## config.mk

```make
export PLATFORM = sky130hd
export DESIGN_NAME = msg_sched_unit
export DESIGN_NICKNAME = d
export VERILOG_FILES = /design/src/rtl/sched_pkg.sv /design/src/rtl/sched_pass_lo.sv /design/src/rtl/sched_pass_hi.sv /design/src/rtl/sched_out_stage.sv /design/src/rtl/msg_sched_unit.sv
export SDC_FILE = /design/constraint.sdc
export NUM_CORES = 1
export LEC_CHECK = 0
export BUFFER_PORTS_ARGS = -buffer_cell sky130_fd_sc_hd__buf_4
export CORE_UTILIZATION = 40
export DETAILED_ROUTE_END_ITERATION = 8
export MAX_ROUTING_LAYER = met4
export PLACE_DENSITY = 0.57
export SLEW_MARGIN = 30
export SYNTH_ARGS = -nofsm -noshare
export SYNTH_HDL_FRONTEND = slang
export SYNTH_HIERARCHICAL = 1
export SYNTH_SLANG_ARGS = --single-unit
```

## constraint.sdc

```tcl
create_clock -name clk -period 2 [get_ports clk]
set_input_delay 0.3 -clock clk [delete_from_list [all_inputs] [get_ports clk]]
set_output_delay 0.3 -clock clk [all_outputs]
set_load 0.005 [all_outputs]
```

## src/rtl/sched_pkg.sv

```systemverilog
package sched_pkg;
    localparam int LANE_W = 32;
    localparam int LANES  = 4;
    localparam int WORD_W = LANE_W * LANES;

    typedef logic [LANE_W-1:0] lane_t;
    typedef logic [WORD_W-1:0] word_t;

    typedef enum logic {
        ST_EMPTY = 1'b0,
        ST_FULL  = 1'b1
    } stage_state_t;

    function automatic lane_t rotr(input lane_t x, input int n);
        return (x >> n) | (x << (LANE_W - n));
    endfunction

    function automatic lane_t sig0(input lane_t x);
        return rotr(x, 7) ^ rotr(x, 18) ^ (x >> 3);
    endfunction

    function automatic lane_t sig1(input lane_t x);
        return rotr(x, 17) ^ rotr(x, 19) ^ (x >> 10);
    endfunction

    function automatic lane_t lane_of(input word_t w, input int idx);
        return w[idx*LANE_W +: LANE_W];
    endfunction
endpackage

```

## src/rtl/sched_pass_lo.sv

```systemverilog
module sched_pass_lo
    import sched_pkg::*;
(
    input  word_t src_a,
    input  word_t src_b,
    output word_t res
);
    generate
        for (genvar i = 0; i < LANES; i++) begin : g_lane
            lane_t nbr;
            if (i < LANES - 1) begin : g_inner
                assign nbr = src_a[(i+1)*LANE_W +: LANE_W];
            end else begin : g_edge
                assign nbr = src_b[LANE_W-1:0];
            end
            assign res[i*LANE_W +: LANE_W] = src_a[i*LANE_W +: LANE_W] + sig0(nbr);
        end
    endgenerate
endmodule

```

## src/rtl/sched_pass_hi.sv

```systemverilog
module sched_pass_hi
    import sched_pkg::*;
(
    input  word_t src_a,
    input  word_t src_b,
    input  word_t src_c,
    output word_t res
);
    localparam int HALF = LANES / 2;

    lane_t lane_r [LANES];

    generate
        for (genvar i = 0; i < HALF; i++) begin : g_lower
            assign lane_r[i] = src_a[i*LANE_W +: LANE_W]
                             + src_b[(i+1)*LANE_W +: LANE_W]
                             + sig1(src_c[(i+HALF)*LANE_W +: LANE_W]);
        end
        for (genvar i = HALF; i < LANES; i++) begin : g_upper
            lane_t addend;
            if (i < LANES - 1) begin : g_from_b
                assign addend = src_b[(i+1)*LANE_W +: LANE_W];
            end else begin : g_from_c
                assign addend = src_c[LANE_W-1:0];
            end
            assign lane_r[i] = src_a[i*LANE_W +: LANE_W] + addend + sig1(lane_r[i-HALF]);
        end
        for (genvar i = 0; i < LANES; i++) begin : g_pack
            assign res[i*LANE_W +: LANE_W] = lane_r[i];
        end
    endgenerate
endmodule

```

## src/rtl/sched_out_stage.sv

```systemverilog
module sched_out_stage
    import sched_pkg::*;
#(
    parameter bit REG_OUT = 1'b1
) (
    input  logic  clk,
    input  logic  rst_n,
    input  logic  in_valid,
    input  word_t d_in,
    output logic  q_valid,
    output word_t q_out
);
    generate
        if (REG_OUT) begin : g_reg
            stage_state_t state_q, state_d;
            word_t        data_q;

            always_ff @(posedge clk or negedge rst_n) begin
                if (!rst_n) begin
                    state_q <= ST_EMPTY;
                end else begin
                    state_q <= state_d;
                end
            end

            always_comb begin
                unique case (state_q)
                    ST_EMPTY: state_d = in_valid ? ST_FULL : ST_EMPTY;
                    ST_FULL:  state_d = in_valid ? ST_FULL : ST_EMPTY;
                    default:  state_d = ST_EMPTY;
                endcase
            end

            always_ff @(posedge clk or negedge rst_n) begin
                if (!rst_n) begin
                    data_q <= '0;
                end else if (in_valid) begin
                    data_q <= d_in;
                end
            end

            always_comb begin
                q_valid = (state_q == ST_FULL);
                q_out   = data_q;
            end
        end else begin : g_comb
            always_comb begin
                q_valid = in_valid;
                q_out   = d_in;
            end
        end
    endgenerate
endmodule

```

## src/rtl/msg_sched_unit.sv

```systemverilog
module msg_sched_unit
    import sched_pkg::*;
#(
    parameter bit REG_OUT = 1'b1
) (
    input  logic         clk,
    input  logic         rst_n,
    input  logic         in_valid,
    input  logic         part_sel,
    input  logic [127:0] op_a,
    input  logic [127:0] op_b,
    input  logic [127:0] op_c,
    output logic         out_valid,
    output logic [127:0] out_word
);
    word_t lo_res, hi_res, sel_res;

    sched_pass_lo u_lo (
        .src_a (op_a),
        .src_b (op_b),
        .res   (lo_res)
    );

    sched_pass_hi u_hi (
        .src_a (op_a),
        .src_b (op_b),
        .src_c (op_c),
        .res   (hi_res)
    );

    assign sel_res = part_sel ? hi_res : lo_res;

    sched_out_stage #(.REG_OUT(REG_OUT)) u_stage (
        .clk      (clk),
        .rst_n    (rst_n),
        .in_valid (in_valid),
        .d_in     (sel_res),
        .q_valid  (out_valid),
        .q_out    (out_word)
    );
endmodule

```

==> results of run 1 <==
-- layout make-up --
cell class              count  share of cell area, %
multi-input cells        2441                   58.1
repair buffers           1626                   29.3
flip-flops and latches    129                   7.34
well taps                 846                   2.41
inverters                 170                   1.46
clock buffers              18                  0.998
clock inverters            14                  0.401
diodes                      5                 0.0284
-- routing by layer --
metal  track usage (%)  part of all wire [%]  up-vias  wire (um)
met5                 -                     0        -          0
met4              20.3                   5.5        0       7090
met3              5.72                   5.3      316       6800
met2              64.8                    48     1071      62100
met1              46.8                    41    13920      52300
li1                  -                     -    13020          -
-- flip-flops by register name (all words and copies together) (netlist names) --
name,count
u_stage/q_out,128
u_stage/q_valid,1
-- how the worst max path moves through the flow --
stage,start,endpoint,slack [ps],depth (start not counted)
2_1_floorplan,op_c[84],u_stage/q_out[95],-4630,30
3_3_place_gp,op_c[84],u_stage/q_out[95],-5150,33
3_5_place_dp,op_c[84],u_stage/q_out[95],-5340,33
4_1_cts,op_c[83],u_stage/q_out[95],-4480,30
5_1_grt,op_c[83],u_stage/q_out[95],-4850,30
6_report,op_c[84],u_stage/q_out[95],-4690,32
-- stage by stage --
stage	instance area, sq um	setup TNS, ps	hold WS (ps)	utilization, %
after global routing	44000	-351280	62.3	69.4
after floorplan	27000	-316270	4.41	-
after detailed placement	39100	-410740	284	61.6
final	44000	-336950	70.2	69.4
after CTS	42500	-326030	39.2	67.1
after global placement	39100	-398190	260	61.6
-- logic make-up (layout without fill, tap and decap cells) --
logic type / after synthesis / after routing / synth area share [%]
DFF: 129 / 129 / 12.5
muxes: 257 / 257 / 11.2
AOI/OAI and AO/OA: 674 / 674 / 17.7
and+or+nand+nor: 438 / 438 / 8.29
other: 0 / 5 / 0
xor gates and xnor gates: 684 / 684 / 23.5
buffers and inverters: 220 / 1828 / 4.18
adders and majority gates: 388 / 388 / 22.6
-- synthesized netlist by cell type (4+ instances only) --
library cell and instances:
a2111oi_0 5, a211o_1 6, a211oi_1 24, a21boi_0 4, a21o_1 112, a21oi_1 195
a21oi_2 4, a311oi_1 9, a31o_2 7, a31oi_1 27, and2_1 14, and3_1 25
buf_6 12, clkbuf_1 20, clkbuf_8 16, dfrtp_1 129, fa_1 132, ha_1 256
inv_1 170, mux2_2 256, nand2_1 101, nand2b_1 25, nand3_1 41, nand4_1 16
nor2_1 116, nor2b_1 25, nor3_1 34, nor3b_1 5, nor4_1 6, o2111ai_1 7
o211ai_1 22, o21a_1 49, o21ai_0 82, o21ai_1 11, o21ba_2 4, o21bai_1 35
o31a_1 8, o31ai_1 10, o41ai_1 5, or2_2 8, or3_1 8, xnor2_1 574
xor2_1 104
-- repair_timing --
item	4_1_cts	5_1_grt
setup endpoints to repair	126	124
cloned	0	0
hold buffers	1	0
pin swaps	214	153
buffers inserted	97	59
hold endpoints to repair	37	0
resized for setup	430	225
==> results.cfg, run 1 <==
[clocking]
clk_pin_slew_ps = 70
cts-buffers-inserted = 17
h-tree-depth = 4
cts_sinks = 129
cts-root-buf = clkbuf_16
clk_latency_ps = 490
clockBufferDepth = 2
cts_tree = yes

[global_route]
antenna_found_initial = 5
grt_pass1_wl_mm = 187
grt_pass1_vias = 29857
gr-total-overflow = 0
grt_max_degree = 60
grt.total_usage_pct = 39.4

[setup_path]
timing.rr.end = u_stage/q_out[18]
r2r-start = u_stage/q_out[18]
cp.buffers_inverters = 4
crit_path_end_kind = flip-flop
path_delay_family = compound AO/OA/AOI/OAI gates
critPathSlowestCell = fa_2
cp_max_fo = 4
slowest_delay_ps = 560
path_class = input pin to flip-flop
start_kind = input pin
reg2reg_slack_ps = 1150
critPathRequiredTime_ps = 2380
rr_worst_depth = 1
cp.arrival_ps = 7070

[synthesis]
synth_nets = 3566
ys_ff_latch = 129
synth_area_sq_um = 25800
synth_area_per_cell_sq_um = 9.25
async_reset_ff_share_pct = 100
synth_flop_cell = dfrtp_1
yosysTopAreaCell = xnor2_1
synth_top_area_share_pct = 19.5
yosysWarningCount = 6
synth-edff-count = 0
ys_seq_area_share_pct = 12.5
syn_inst = 2790
synth.distinct_cells = 83
ys_top_cells_by_area = xnor2_1 (19%), dfrtp_1 (13%), ha_1 (12%)

[floorplanning]
dieArea_sq_um = 65600
fp-row-count = 92
initial_utilization_pct = 40.7
die_h_um = 256
die_w_um = 256
ios = 517
core_sq_um = 63400

[finish]
fillerInstances = 4912
seq_area_sq_um = 3230
fin_cells = 5249
final_cell_mix = buf_4 (1494), xnor2_1 (460), ha_1 (207)
final_layout_size_suffix_gt1_share_pct = 53.4
fin_nets = 5161
synthToLayoutAreaGrowth_pct = 70.4
multi_input_area_sq_um = 25600
final_common_cell = buf_4

[route]
wire_per_inst_um = 24.4
drt_iter0_drc = 2057
routed_wl_mm = 128
via_per_inst = 5.40
dr.pass1.iters = 5
num_vias = 28327
route.detailed.drc = 0
drtAntennaViolNets = 0

[min_path]
worstHoldStart = in_valid
worstHoldEndpoint = u_stage/q_valid
worstHoldPathCells = 1
min_path_type = input pin to flip-flop

[run_status]
violations = setup timing
status = finished, violations left

[sta]
post-route-period-util_pct = 334
min_period_ps = 6690
relSlewSlack_pct = 61.4
rsz0062_at_grt = true
setup_violations = 124
worst_slack_ps = -4690
hold_viol = 0
fmax_mhz = 150
skew_ps = 0
slew_viol_final = 0
worst_pin_slew_ps = 579

[placed_design]
globalplace.congestion = 1.06
place_ws_ps = -5340
dp_hpwl_mm = 107
portBuffers = 484
dp_cells = 5103

[run]
cap_violations = 0
Power of run 1 is not shown: default switching activity piles up to over one toggle a cycle in this logic, so the estimate is an artifact.
==> run 2, diff against run 1 <==
--- a/config.mk
+++ b/config.mk
@@ -9,7 +9,6 @@
 export CORE_UTILIZATION = 40
 export DETAILED_ROUTE_END_ITERATION = 8
 export MAX_ROUTING_LAYER = met4
-export PLACE_DENSITY = 0.57
 export SLEW_MARGIN = 30
 export SYNTH_ARGS = -nofsm -noshare
 export SYNTH_HDL_FRONTEND = slang
==> run 2 against run 1 <==
Compared with the run above:
- the flow still finishes with violations (setup timing)
- non-clock buffer count grew 22
- setup slack worse by 26 ps
- global-route usage shrank 0.70 points
- final area down 0.64%
- register-to-register slack barely moved
- maximum frequency decreased by 0.39%
- sequential cell count unchanged
- die area unchanged
- routed wire length is 1.0% lower
- count of clock-buffer cells in the layout down 1
- final cell count increased by 0.32%
- first-iteration DRC count decreased by 12%
- critical path type unchanged
- largest cell class unchanged
- highest routed layer unchanged
==> results.cfg, run 2 (synthesis gave the netlist of run 1 again) <==
[run_status]
status = finished, violations left
violations = setup timing

[placed_design]
portBuffers = 484
globalplace.congestion = 1.06
dp_hpwl_mm = 107

[sta]
skew_ps = 0
relSlewSlack_pct = 56.3
min_period_ps = 6710
setup_violations = 124
worst_pin_slew_ps = 651
fmax_mhz = 149
worst_slack_ps = -4710
hold_ws_ps = 216
hold_viol = 0
rsz0062_at_grt = true
slew_viol_final = 0
post-route-period-util_pct = 336

[global_route]
grt_pass1_vias = 29674
gr-total-overflow = 0
grt_pass1_wl_mm = 184
antenna_found_initial = 0
grt.total_usage_pct = 38.7
grt_max_degree = 49

[setup_path]
start_kind = input pin
slowest_delay_ps = 510
path_delay_family = compound AO/OA/AOI/OAI gates
critPathSlowestCell = fa_1
timing.rr.end = u_stage/q_out[65]
cp_num_cells = 32
crit_path_end_kind = flip-flop
rr_worst_depth = 1
crit_end = u_stage/q_out[94]
path_class = input pin to flip-flop
cp.buffers_inverters = 3
cp_max_fo = 3
startpoint = op_c[84]
cp.arrival_ps = 7110
critPathRequiredTime_ps = 2390
r2r-start = u_stage/q_out[65]
reg2reg_slack_ps = 1160

[finish]
final_common_cell = buf_4
multi_input_area_sq_um = 25200
final_layout_size_suffix_gt1_share_pct = 53.3
diodes = 0
synthToLayoutAreaGrowth_pct = 69.3
fin_nets = 5183
largest_reg_flops = 128
fillerInstances = 4980
final_cell_mix = buf_4 (1541), xnor2_1 (463), ha_1 (217)
seq_area_sq_um = 3230

[clocking]
cts_sinks = 129
clk_pin_slew_ps = 70
cts-buffers-inserted = 17
cts_tree = yes
clk_latency_ps = 490
cts-root-buf = clkbuf_16
h-tree-depth = 4
clockBufferDepth = 2

[floorplanning]
die_w_um = 256
core_sq_um = 63400
fp-row-count = 92
die_h_um = 256
initial_utilization_pct = 40.7
dieArea_sq_um = 65600
ios = 517

[route]
num_vias = 28445
dr.pass1.iters = 5
drtAntennaViolNets = 0
wire_per_inst_um = 24.1
routed_wl_mm = 127
via_per_inst = 5.40
drt_iter0_drc = 1808
route.detailed.drc = 0

[min_path]
min_path_type = input pin to async pin

[run]
cap_violations = 0
## run 2: final cells by class
| type | instances | area share, % |
|---|---|---|
| clock buffers | 17 | 0.973 |
| multi-input cells | 2441 | 57.7 |
| clock inverters | 15 | 0.447 |
| repair buffers | 1648 | 29.6 |
| well taps | 846 | 2.42 |
| inverters | 170 | 1.47 |
| flip-flops and latches | 129 | 7.39 |
## run 2: how the worst min path moves through the flow
stage,from,to,slack (ps),cells past startpoint
after detailed placement,rst_n,u_stage/q_out[14],160,1
final,rst_n,u_stage/q_out[14],220,2
after global routing,rst_n,u_stage/q_out[14],210,2
after floorplan,rst_n,u_stage/q_out[0],4,0
after global placement,rst_n,u_stage/q_out[14],160,1
after CTS,rst_n,u_stage/q_out[14],190,2
## run 2: layer usage
layer / part of all wire (%) / vias to the layer above / GRT usage, %
met5: 0 / - / -
met4: 5.1 / 0 / 17.8
met3: 4.9 / 272 / 4.78
met2: 48 / 1013 / 64.1
met1: 42 / 14068 / 47.0
li1: - / 13092 / -
## run 2: through the flow
stage                     utilization (%)  TNS, ps  area (sq um)  cells  setup WS [ps]
after floorplan                         -  -316270         27000   2790          -4630
after global placement               62.2  -401220         39500   5141          -5180
after detailed placement             62.2  -408540         39500   5141          -5280
after CTS                            66.2  -321110         42000   5223          -4490
after global routing                 68.9  -350850         43700   5266          -4860
final                                68.9  -337470         43700   5266          -4710
## run 2: repair_timing
action / 4_1_cts / 5_1_grt
pin swaps: 134 / 164
endpoints found under the setup margin: 126 / 126
endpoints found under the hold margin: 98 / 0
gates resized for setup: 293 / 268
buffers inserted: 55 / 66
hold buffers: 1 / 0
Power of run 2 is left out for the same reason.
